## src/rtl/mc_req_pkg.sv

```systemverilog
package mc_req_pkg;
   // command direction as stored in the queue
   typedef enum logic {MC_OP_RD = 1'b0, MC_OP_WR = 1'b1} mc_op_e;
   // column scaling applied in half-rate operation
   localparam int unsigned MC_HR_SHIFT = 2;
endpackage

```

## src/rtl/mc_sync_fifo.sv

```systemverilog
module mc_sync_fifo #(
   parameter int unsigned W     = 8,
   parameter int unsigned DEPTH = 4
) (
   input  logic                       clk,
   input  logic                       rst_n,
   input  logic                       push,
   input  logic [W-1:0]               din,
   input  logic                       pop,
   output logic [W-1:0]               dout,
   output logic                       empty,
   output logic                       full,
   output logic [$clog2(DEPTH):0]     count,
   output logic [$clog2(DEPTH)-1:0]   wr_idx
);
   localparam int unsigned IW   = $clog2(DEPTH);
   localparam int unsigned CNTW = IW + 1;

   if (DEPTH < 2 || (1 << IW) != DEPTH) begin : g_bad_depth
      $error("mc_sync_fifo: DEPTH must be a power of two of at least 2");
   end

   logic [W-1:0]    mem [DEPTH];
   logic [IW-1:0]   wp, rp;
   logic [CNTW-1:0] cnt;
   logic            do_push, do_pop;

   assign do_push = push && !full;
   assign do_pop  = pop && !empty;
   assign empty   = (cnt == '0);
   assign full    = (cnt == CNTW'(DEPTH));
   assign count   = cnt;
   assign wr_idx  = wp;
   assign dout    = mem[rp];

   always_ff @(posedge clk or negedge rst_n) begin
      if (!rst_n) begin
         wp  <= '0;
         rp  <= '0;
         cnt <= '0;
      end else begin
         if (do_push) wp <= wp + 1'b1;
         if (do_pop)  rp <= rp + 1'b1;
         cnt <= cnt + CNTW'(do_push) - CNTW'(do_pop);
      end
   end

   always_ff @(posedge clk) begin
      if (do_push) mem[wp] <= din;
   end
endmodule

```

## src/rtl/mc_addr_map.sv

```systemverilog
module mc_addr_map #(
   parameter int unsigned CW        = 8,
   parameter int unsigned BKW       = 3,
   parameter int unsigned RW        = 13,
   parameter int unsigned CSW       = 1,
   parameter bit          HALF_RATE = 1'b1
) (
   input  logic [CW+BKW+RW+CSW-1:0]                         addr,
   output logic [CSW-1:0]                                   chip,
   output logic [BKW-1:0]                                   bank,
   output logic [RW-1:0]                                    row,
   output logic [CW+(HALF_RATE ? mc_req_pkg::MC_HR_SHIFT : 0)-1:0] col
);
   import mc_req_pkg::*;

   localparam int unsigned BK_LSB = CW;
   localparam int unsigned RW_LSB = CW + BKW;
   localparam int unsigned CS_LSB = CW + BKW + RW;

   assign bank = addr[BK_LSB +: BKW];
   assign row  = addr[RW_LSB +: RW];
   assign chip = addr[CS_LSB +: CSW];

   if (HALF_RATE) begin : g_half_rate
      assign col = {addr[CW-1:0], {MC_HR_SHIFT{1'b0}}};
   end else begin : g_full_rate
      assign col = addr[CW-1:0];
   end
endmodule

```

## src/rtl/mc_req_queue.sv

```systemverilog
module mc_req_queue #(
   parameter int unsigned CW        = 8,
   parameter int unsigned BKW       = 3,
   parameter int unsigned RW        = 13,
   parameter int unsigned CSW       = 1,
   parameter bit          HALF_RATE = 1'b1,
   parameter int unsigned SW        = 3,
   parameter int unsigned DW        = 32,
   parameter int unsigned CMD_DEPTH = 4,
   parameter int unsigned WD_DEPTH  = 8
) (
   input  logic                                   clk,
   input  logic                                   rst_n,
   input  logic                                   req_rd,
   input  logic                                   req_wr,
   input  logic [CW+BKW+RW+CSW-1:0]               req_addr,
   input  logic [SW-1:0]                          req_size,
   input  logic [DW/8-1:0]                        req_be,
   input  logic [DW-1:0]                          req_wdata,
   output logic                                   req_ready,
   output logic                                   cmd_valid,
   input  logic                                   cmd_pop,
   output logic                                   cmd_is_wr,
   output logic [CSW-1:0]                         cmd_chip,
   output logic [BKW-1:0]                         cmd_bank,
   output logic [RW-1:0]                          cmd_row,
   output logic [CW+(HALF_RATE ? 2 : 0)-1:0]      cmd_col,
   output logic [SW-1:0]                          cmd_size,
   output logic [$clog2(WD_DEPTH)-1:0]            cmd_wptr,
   output logic                                   wd_valid,
   input  logic                                   wd_pop,
   output logic [DW-1:0]                          wd_data,
   output logic [DW/8-1:0]                        wd_be
);
   import mc_req_pkg::*;

   localparam int unsigned BEW   = DW / 8;
   localparam int unsigned MCW   = CW + (HALF_RATE ? MC_HR_SHIFT : 0);
   localparam int unsigned WPW   = $clog2(WD_DEPTH);
   localparam int unsigned CCW   = $clog2(CMD_DEPTH) + 1;
   localparam int unsigned WCW   = WPW + 1;
   localparam int unsigned CMD_W = 1 + CSW + BKW + RW + MCW + SW + WPW;
   localparam int unsigned WD_W  = DW + BEW;

   if (DW % 8 != 0) begin : g_bad_dw
      $error("mc_req_queue: DW must be a multiple of 8");
   end
   if (((1 << SW) - 1) > WD_DEPTH) begin : g_bad_wd
      $error("mc_req_queue: WD_DEPTH must hold the largest burst");
   end

   // address split
   logic [CSW-1:0] m_chip;
   logic [BKW-1:0] m_bank;
   logic [RW-1:0]  m_row;
   logic [MCW-1:0] m_col;

   mc_addr_map #(
      .CW(CW), .BKW(BKW), .RW(RW), .CSW(CSW), .HALF_RATE(HALF_RATE)
   ) u_map (
      .addr(req_addr), .chip(m_chip), .bank(m_bank), .row(m_row), .col(m_col)
   );

   // acceptance control
   logic          init_q1, init_q2;
   logic [SW-1:0] beats_left;
   logic          bursting;
   logic          new_acc, cmd_push, wd_push;
   logic          cmd_full, cmd_empty, wd_full, wd_empty;
   logic [CCW-1:0] cmd_cnt;
   logic [WCW-1:0] wd_cnt;
   logic [WPW-1:0] wd_widx;
   logic          space_ok;
   mc_op_e        op;

   assign bursting = (beats_left != '0);
   assign space_ok = (int'(req_size) <= int'(WD_DEPTH) - int'(wd_cnt));
   assign op       = req_wr ? MC_OP_WR : MC_OP_RD;

   always_comb begin
      if (!init_q2)      req_ready = 1'b0;
      else if (bursting) req_ready = 1'b1;
      else if (cmd_full) req_ready = 1'b0;
      else if (req_wr)   req_ready = space_ok;
      else               req_ready = 1'b1;
   end

   assign new_acc  = req_ready && !bursting && (req_rd || req_wr);
   assign cmd_push = new_acc;
   assign wd_push  = req_ready && req_wr && (bursting || new_acc);

   always_ff @(posedge clk or negedge rst_n) begin
      if (!rst_n) begin
         init_q1    <= 1'b0;
         init_q2    <= 1'b0;
         beats_left <= '0;
      end else begin
         init_q1 <= 1'b1;
         init_q2 <= init_q1;
         if (new_acc && req_wr)
            beats_left <= (req_size == '0) ? '0 : req_size - 1'b1;
         else if (bursting && req_wr)
            beats_left <= beats_left - 1'b1;
      end
   end

   // command queue
   logic [CMD_W-1:0] cmd_din, cmd_dout;
   logic [WPW-1:0]   unused_cidx;

   assign cmd_din = {op, m_chip, m_bank, m_row, m_col, req_size, wd_widx};

   mc_sync_fifo #(.W(CMD_W), .DEPTH(CMD_DEPTH)) u_cmdq (
      .clk(clk), .rst_n(rst_n), .push(cmd_push), .din(cmd_din),
      .pop(cmd_pop), .dout(cmd_dout), .empty(cmd_empty), .full(cmd_full),
      .count(cmd_cnt), .wr_idx(unused_cidx[$clog2(CMD_DEPTH)-1:0])
   );
   if (WPW > $clog2(CMD_DEPTH)) begin : g_pad_idx
      assign unused_cidx[WPW-1:$clog2(CMD_DEPTH)] = '0;
   end

   assign cmd_valid = !cmd_empty;
   assign {cmd_is_wr, cmd_chip, cmd_bank, cmd_row, cmd_col, cmd_size, cmd_wptr} = cmd_dout;

   // write data FIFO
   logic [WD_W-1:0] wd_dout;

   mc_sync_fifo #(.W(WD_W), .DEPTH(WD_DEPTH)) u_wdq (
      .clk(clk), .rst_n(rst_n), .push(wd_push), .din({req_be, req_wdata}),
      .pop(wd_pop), .dout(wd_dout), .empty(wd_empty), .full(wd_full),
      .count(wd_cnt), .wr_idx(wd_widx)
   );

   assign wd_valid         = !wd_empty;
   assign {wd_be, wd_data} = wd_dout;
endmodule

```

## config.mk

```make
export PLATFORM = sky130hd
export DESIGN_NAME = mc_req_queue
export DESIGN_NICKNAME = d
export VERILOG_FILES = /design/src/rtl/mc_req_pkg.sv /design/src/rtl/mc_sync_fifo.sv /design/src/rtl/mc_addr_map.sv /design/src/rtl/mc_req_queue.sv
export SDC_FILE = /design/constraint.sdc
export NUM_CORES = 1
export LEC_CHECK = 0
export ABC_AREA = 1
export BUFFER_PORTS_ARGS = -buffer_cell sky130_fd_sc_hd__buf_2
export CORE_MARGIN = 5
export CORE_UTILIZATION = 56
export DETAILED_ROUTE_END_ITERATION = 6
export HOLD_SLACK_MARGIN = 0.12
export PLACE_DENSITY = 0.75
export SYNTH_ARGS = -nofsm -noshare
export SYNTH_HDL_FRONTEND = slang
export SYNTH_SLANG_ARGS = --single-unit
```

## constraint.sdc

```tcl
create_clock -name clk -period 5.23 [get_ports clk]
set_input_delay 0.7845 -clock clk [delete_from_list [all_inputs] [get_ports clk]]
set_output_delay 0.7845 -clock clk [all_outputs]
set_load 0.005 [all_outputs]
```

[Yosys cells after proc, flatten, opt, wreduce, memory -nomap -nowiden]
Memory sizes are Yosys's and may differ from the RTL's.
Cells that the tools add are included.
Storage, ports and cells
  register bits after elaboration: 22
  bits in latches: 0
  RAM bits: 416
  memory bits (read-only): 0
  bits of input ports: 70
  output and inout bits: 73
  logic and storage cells: 59
  memories: 2
Memory list
  u_wdq.mem: words 8, width 36, rd ports 1, clocked after memory_dff 0, write ports 1, line mc_sync_fifo.sv:23  | logic [W-1:0] mem [DEPTH];
  u_cmdq.mem: words 4, width 32, rd ports 1, clocked after memory_dff 0, write ports 1, line mc_sync_fifo.sv:23
Operators by class
  add/sub/neg operators: 11
  $mul: 0
  divide/modulo/power cells: 0
  order comparisons: 1
  eq/ne operators: 2
  shifts and indexed selects: 0
  multiplexer cells: 12
  bitwise operators: 0
  reduce and logical (&&, ||, !) cells: 22
Operators with widths (count)
  logical AND 1 bit: 10
  2-to-1 mux 1 bit: 9
  2-to-1 mux 3 bit: 3
  adder 3 x 1 -> 3 bit (second input constant): 2
  logical NOT 3 bit: 2
  subtractor 3 x 1 -> 3 bit (second input constant): 2
  <= comparator 4 x 5 -> 1 bit: 1
  logical NOT 1 bit: 5
  subtractor 4 x 4 -> 5 bit (first input constant): 1
  adder 2 x 1 -> 2 bit (second input constant): 2
  adder 4 x 1 -> 4 bit: 1
  == test 4 bit (second input constant): 1
  logical NOT 4 bit: 1
  subtractor 4 x 1 -> 4 bit: 1
  adder 3 x 1 -> 3 bit: 1
  == test 3 bit (second input constant): 1
  nonzero test 3 bit: 1
  subtractor 3 x 1 -> 3 bit: 1
  logical OR 1 bit: 2
  nonzero test 2 bit: 1

[Depth between registers and ports, before layout]
  word-level depth: 13
  gate-level depth with buffers: 17
  depth with buffers taken out: 17

[By module]
Synthesis repeated with hierarchy kept, for this count alone.
Unflattened totals
  cell total of the unflattened synthesis: 1912
  area, all modules: 19622.6 um^2
By module, submodules not included
  mc_sync_fifo (u_wdq): instances 1, cells each 1313, area an instance 13103.8 um^2, seq. area each 8898.5 um^2
  mc_sync_fifo (u_cmdq): instances 1, cells each 488, area an instance 5751.8 um^2, seq. area each 4259.1 um^2
  mc_req_queue: instances 1, cells each 83, area an instance 560.5 um^2, seq. area each 125.1 um^2
  mc_addr_map: instances 1, cells each 28, area an instance 206.4 um^2, seq. area each 0.0 um^2

[Worst setup path after synthesis]
Ideal clock, no wire load.
  kind: register to register
  start: reg u_wdq.cnt[1] (netlist: u_wdq.count[1])
  end: mem u_wdq.mem[0][0] (netlist name), enable pin
  setup time: 0.429 ns
  data arrival time: 3.357 ns
  required time: 4.801 ns
  slack: 1.444 ns
  stages on the path, launching flop included: 14
  path buffers: 0
  clock period less this slack: 3.786 ns
  cell sequence: dfrtp_1 inv_1 ha_1 xor2_1 ha_1 nand3b_1 nand3b_1 nand2_2 nand2_1 nand2_1 nand2_2 nor2_4 nand2_2 nor2_1
Between the ends
  longest elaborated chain between the ends: 13
  elaborated cells between the ends (all ways): 16
  classes of those cells: 1 x add/sub; 1 x order compare; 1 x eq/ne; 6 x mux; 7 x reduce/logical
Ends and longest elaborated chain
  start, declared: line mc_sync_fifo.sv:25  | logic [CNTW-1:0] cnt;
  start signal, assigned: line mc_sync_fifo.sv:44  | cnt <= cnt + CNTW'(do_push) - CNTW'(do_pop);
  subtractor 4 x 4 -> 5 bit: line mc_req_queue.sv:77  | assign space_ok = (int'(req_size) <= int'(WD_DEPTH) - int'(wd_cnt));
  <= comparator 4 x 5 -> 1 bit: line mc_req_queue.sv:77
  2-to-1 mux 1 bit: line mc_req_queue.sv:84  | else if (req_wr) req_ready = space_ok;
  2-to-1 mux 1 bit: line mc_req_queue.sv:83  | else if (cmd_full) req_ready = 1'b0;
  2-to-1 mux 1 bit: line mc_req_queue.sv:82  | else if (bursting) req_ready = 1'b1;
  2-to-1 mux 1 bit: line mc_req_queue.sv:81  | if (!init_q2) req_ready = 1'b0;
  logical AND 1 bit (2 in a row): line mc_req_queue.sv:88  | assign new_acc = req_ready && !bursting && (req_rd || req_wr);
  logical OR 1 bit: line mc_req_queue.sv:90  | assign wd_push = req_ready && req_wr && (bursting || new_acc);
  logical AND 1 bit: line mc_req_queue.sv:90
  logical AND 1 bit (*): line mc_sync_fifo.sv:28  | assign do_push = push && !full;
  net u_wdq.do_push: line mc_sync_fifo.sv:26  | logic do_push, do_pop;
  2-to-1 mux 1 bit (*): line mc_sync_fifo.sv:49  | if (do_push) mem[wp] <= din;
  2-to-1 mux 1 bit (not written as such) (*): line mc_sync_fifo.sv:49
  end, declared: line mc_sync_fifo.sv:23
Mark *: on every way through the listed nets, which the timed path passes. The rest lies on a longest branch.

[Worst setup path in the final report]
  start: reg u_wdq.rp[0]
  end: out wd_data[23]
Between the ends
  longest elaborated chain between the ends: 1
Ends and longest elaborated chain
  start, declared: line mc_sync_fifo.sv:24  | logic [IW-1:0] wp, rp;
  start signal, assigned: line mc_sync_fifo.sv:43  | if (do_pop) rp <= rp + 1'b1;
  memory read (8 x 36 bit)
  end, declared: line mc_req_queue.sv:32  | output logic [DW-1:0] wd_data,
No other way between the ends.

==> results.py <==
metrics = {
    "status": {
        "status": "complete, no violations",
    },
    "final_layout": {
        "layout-drive-gt1-share_pct": 16.7,
        "fin_cells": 1864,
        "nNetsFinal": 1533,
        "design_area_um2": 19700,
        "area_growth_syn_to_layout_pct": 13.9,
    },
    "clock_tree": {
        "clockBufferDepth": 3,
        "cts_resized": 0,
        "numCtsBuffers": 43,
        "htreeDepth": 2,
        "postCtsSetupRepairBufs": 0,
        "cts_root_buf": "clkbuf_16",
        "cts_hold_buf": 0,
        "cts_tree": "built",
        "cts.sinks": 438,
        "clkSlewWorstSetupHoldPaths_ns": 0.06,
        "clk_latency_ns": 0.55,
    },
    "floorplanning": {
        "start_util_pct": 56.6,
        "die_w_um": 186,
        "die_h_um": 186,
        "dieArea_um2": 34500,
        "io_pins": 143,
        "coreArea_um2": 30500,
        "rows": 64,
    },
    "critical_path": {
        "worst_setup_path_end_kind": "output port",
        "worst_r2r_path_depth": 13,
        "r2r_end": "u_wdq.mem[1][5]",
        "regToRegSetupSlack_ns": 1.70,
        "critPathMaxFanout": 75,
        "startpoint": "u_wdq.rp[0]",
        "worstReg2RegStart": "u_wdq.count[1]",
        "endpoint": "wd_data[23]",
        "cp.required_ns": 4.45,
        "path_class": "reg2out",
        "startpoint_type": "flop",
        "cp_data_arrival_time_ns": 3.36,
    },
    "logic_synthesis": {
        "synth_commonest_cells": "edfxtp_1, nor2_1, o21ai_0",
        "ys_seq_area_share_pct": 75.5,
        "ys_ff_latch": 438,
        "post-synth-top-area-fraction_pct": 72.3,
        "synth_area_um2": 17300,
        "yosys-top-cells-area": "edfxtp_1, nor2_1, o21ai_0",
        "ys_types": 33,
        "avgSynthCellArea_um2": 13.2,
        "synth_edf_count": 416,
        "yosysMostFrequentCell": "edfxtp_1",
        "syn_inst": 1310,
        "yosys.area.top_type": "edfxtp_1",
        "yosysWarnings": 0,
        "async_flop_share_pct": 5.02,
        "synth_flop_cell": "edfxtp_1",
    },
    "grt": {
        "antenna_found_initial": 1,
        "grt_pass1_wl_um": 55100,
        "grt_remaining_overflow": 0,
        "grt_pass1_vias": 10400,
        "grtUsageTotal_pct": 20.2,
        "grt_max_degree": 76,
    },
    "timing": {
        "fmax_mhz": 241,
        "setup-tns-final_ns": 0,
        "setup_violations": 0,
        "skew_ns": 0.0173,
        "timing.final.crit_share_pct": 79.3,
        "rsz0062_at_grt": "false",
        "relSlewSlack_pct": 13.9,
        "final_max_slew_viol_count": 0,
        "finalHoldViolCount": 0,
        "holdWs_ns": 0.204,
        "period_needed_ns": 4.15,
        "worstMarginPinSlew_ns": 1.29,
    },
    "power_and_ir_drop": {
        "power_leakage_nw": 6.85,
        "cellPowerDensity_nw_per_um2": 542,
        "ir_drop_uv": 436,
    },
    "placement": {
        "placedCellCount": 1789,
        "gp_congestion": 0.775,
        "dp_hpwl_um": 20100,
        "placed_cell_area_um2": 18300,
        "portBuffers": 140,
    },
    "routing": {
        "vias_per_cell": 5.67,
        "dr.first_iter.drc_count": 1033,
        "wl_um": 35300,
        "drt-pass1-iter-count": 6,
        "drcViolationCount": 0,
        "wl_per_cell_um": 18.9,
        "ant_nets": 0,
        "vias": 10600,
    },
    "worst_hold_path": {
        "hold_class": "in2async",
    },
    "flow_run": {
        "maxCapViolCount": 0,
    },
}
-- how the worst min path moves through the flow --
stage / end / depth (start not counted) / startpoint
finish: beats_left[0] / 1 / rst_n
global route: beats_left[1] / 1 / rst_n
CTS: beats_left[0] / 1 / rst_n
detailed placement: init_q2 / 0 / init_q1
global placement: init_q2 / 0 / init_q1
floorplan: init_q2 / 0 / init_q1
-- layout by cell type (no fill, tap or decap), types with 2 or more instances in the layout --
cell type,count
conb_1,3
buf_4,18
nor2_1,327
o22ai_1,69
edfxtp_1,416
bufinv_16,3
inv_16,2
clkinv_2,2
nand2_1,36
nand3b_1,2
dfrtp_1,19
inv_1,38
a31oi_1,36
xor2_1,7
fa_1,2
nor2_4,9
ha_1,23
dfrtp_2,2
clkinv_4,3
nor2_2,4
clkinv_1,5
o21ai_1,9
o21ai_0,205
clkbuf_1,14
inv_2,4
clkbuf_16,43
buf_2,140
nand3_1,6
nand2_2,6
-- metrics by stage --
stage               total power, mW  worst slack (ns)  util (%)
floorplan                      6.57              1.44         -
global placement               7.68              1.76      60.1
detailed placement             7.78              1.66      60.1
CTS                            10.7              1.15      64.5
global route                   11.3             0.946      64.5
finish                         10.7              1.08      64.5
-- cell families after synthesis --
group                    count (synthesis)  synth area share, %
adder cells (fa/ha/maj)                 25                 1.90
XOR/XNOR                                 9                0.500
flip-flops                             438                 75.5
buffers and inverters                  120                 3.01
other                                    2               0.0435
AND/OR/NAND/NOR                        394                 8.92
AO/OA/AOI/OAI                          322                 10.1
-- critical path, stage by stage (launching register included) --
cell and delay, ns:
dfrtp_4 0.41, buf_4 0.63, buf_4 0.71, o21ai_0 0.21
o22ai_1 0.31, nor2_1 0.10, a31oi_1 0.22, buf_2 0.16
-- power breakdown --
group,leakage [nW],switching (mW),internal (mW)
Clock,0.646,1.26,1.70
Combinational,2.20,2.27,1.16
Sequential,4.01,0.112,4.17
Total,6.85,3.64,7.02
-- layer usage --
layer,vias to the layer above,GRT usage (%),share of wire [%],wire length (µm)
met5,-,0,0.020,7
met4,2,5.39,2.0,699
met3,58,3.62,7.5,2630
met2,367,35.2,50,17700
met1,5142,26.6,40,14200
li1,4998,-,-,-
-- flip-flops by register name, summed over array words and instances (netlist names) --
name and count:
u_wdq.mem 288, u_cmdq.rp 2, u_wdq.wr_idx 3, beats_left 3
init_q2 1, u_cmdq.mem 128, u_wdq.count 4, u_wdq.rp 3
u_cmdq.wr_idx 2, u_cmdq.count 3, init_q1 1
-- layout make-up --
type                       count  area (µm²)
timing repair buffer         158         836
antenna                        1        2.50
tap                          396         495
inverter                      44         171
fill                        2165       10800
clock inverter                16         199
multi-input combinational    753        3780
clock buffer                  58        1140
sequential                   438       13000
No activity file was read; power rests on OpenSTA's default activity.
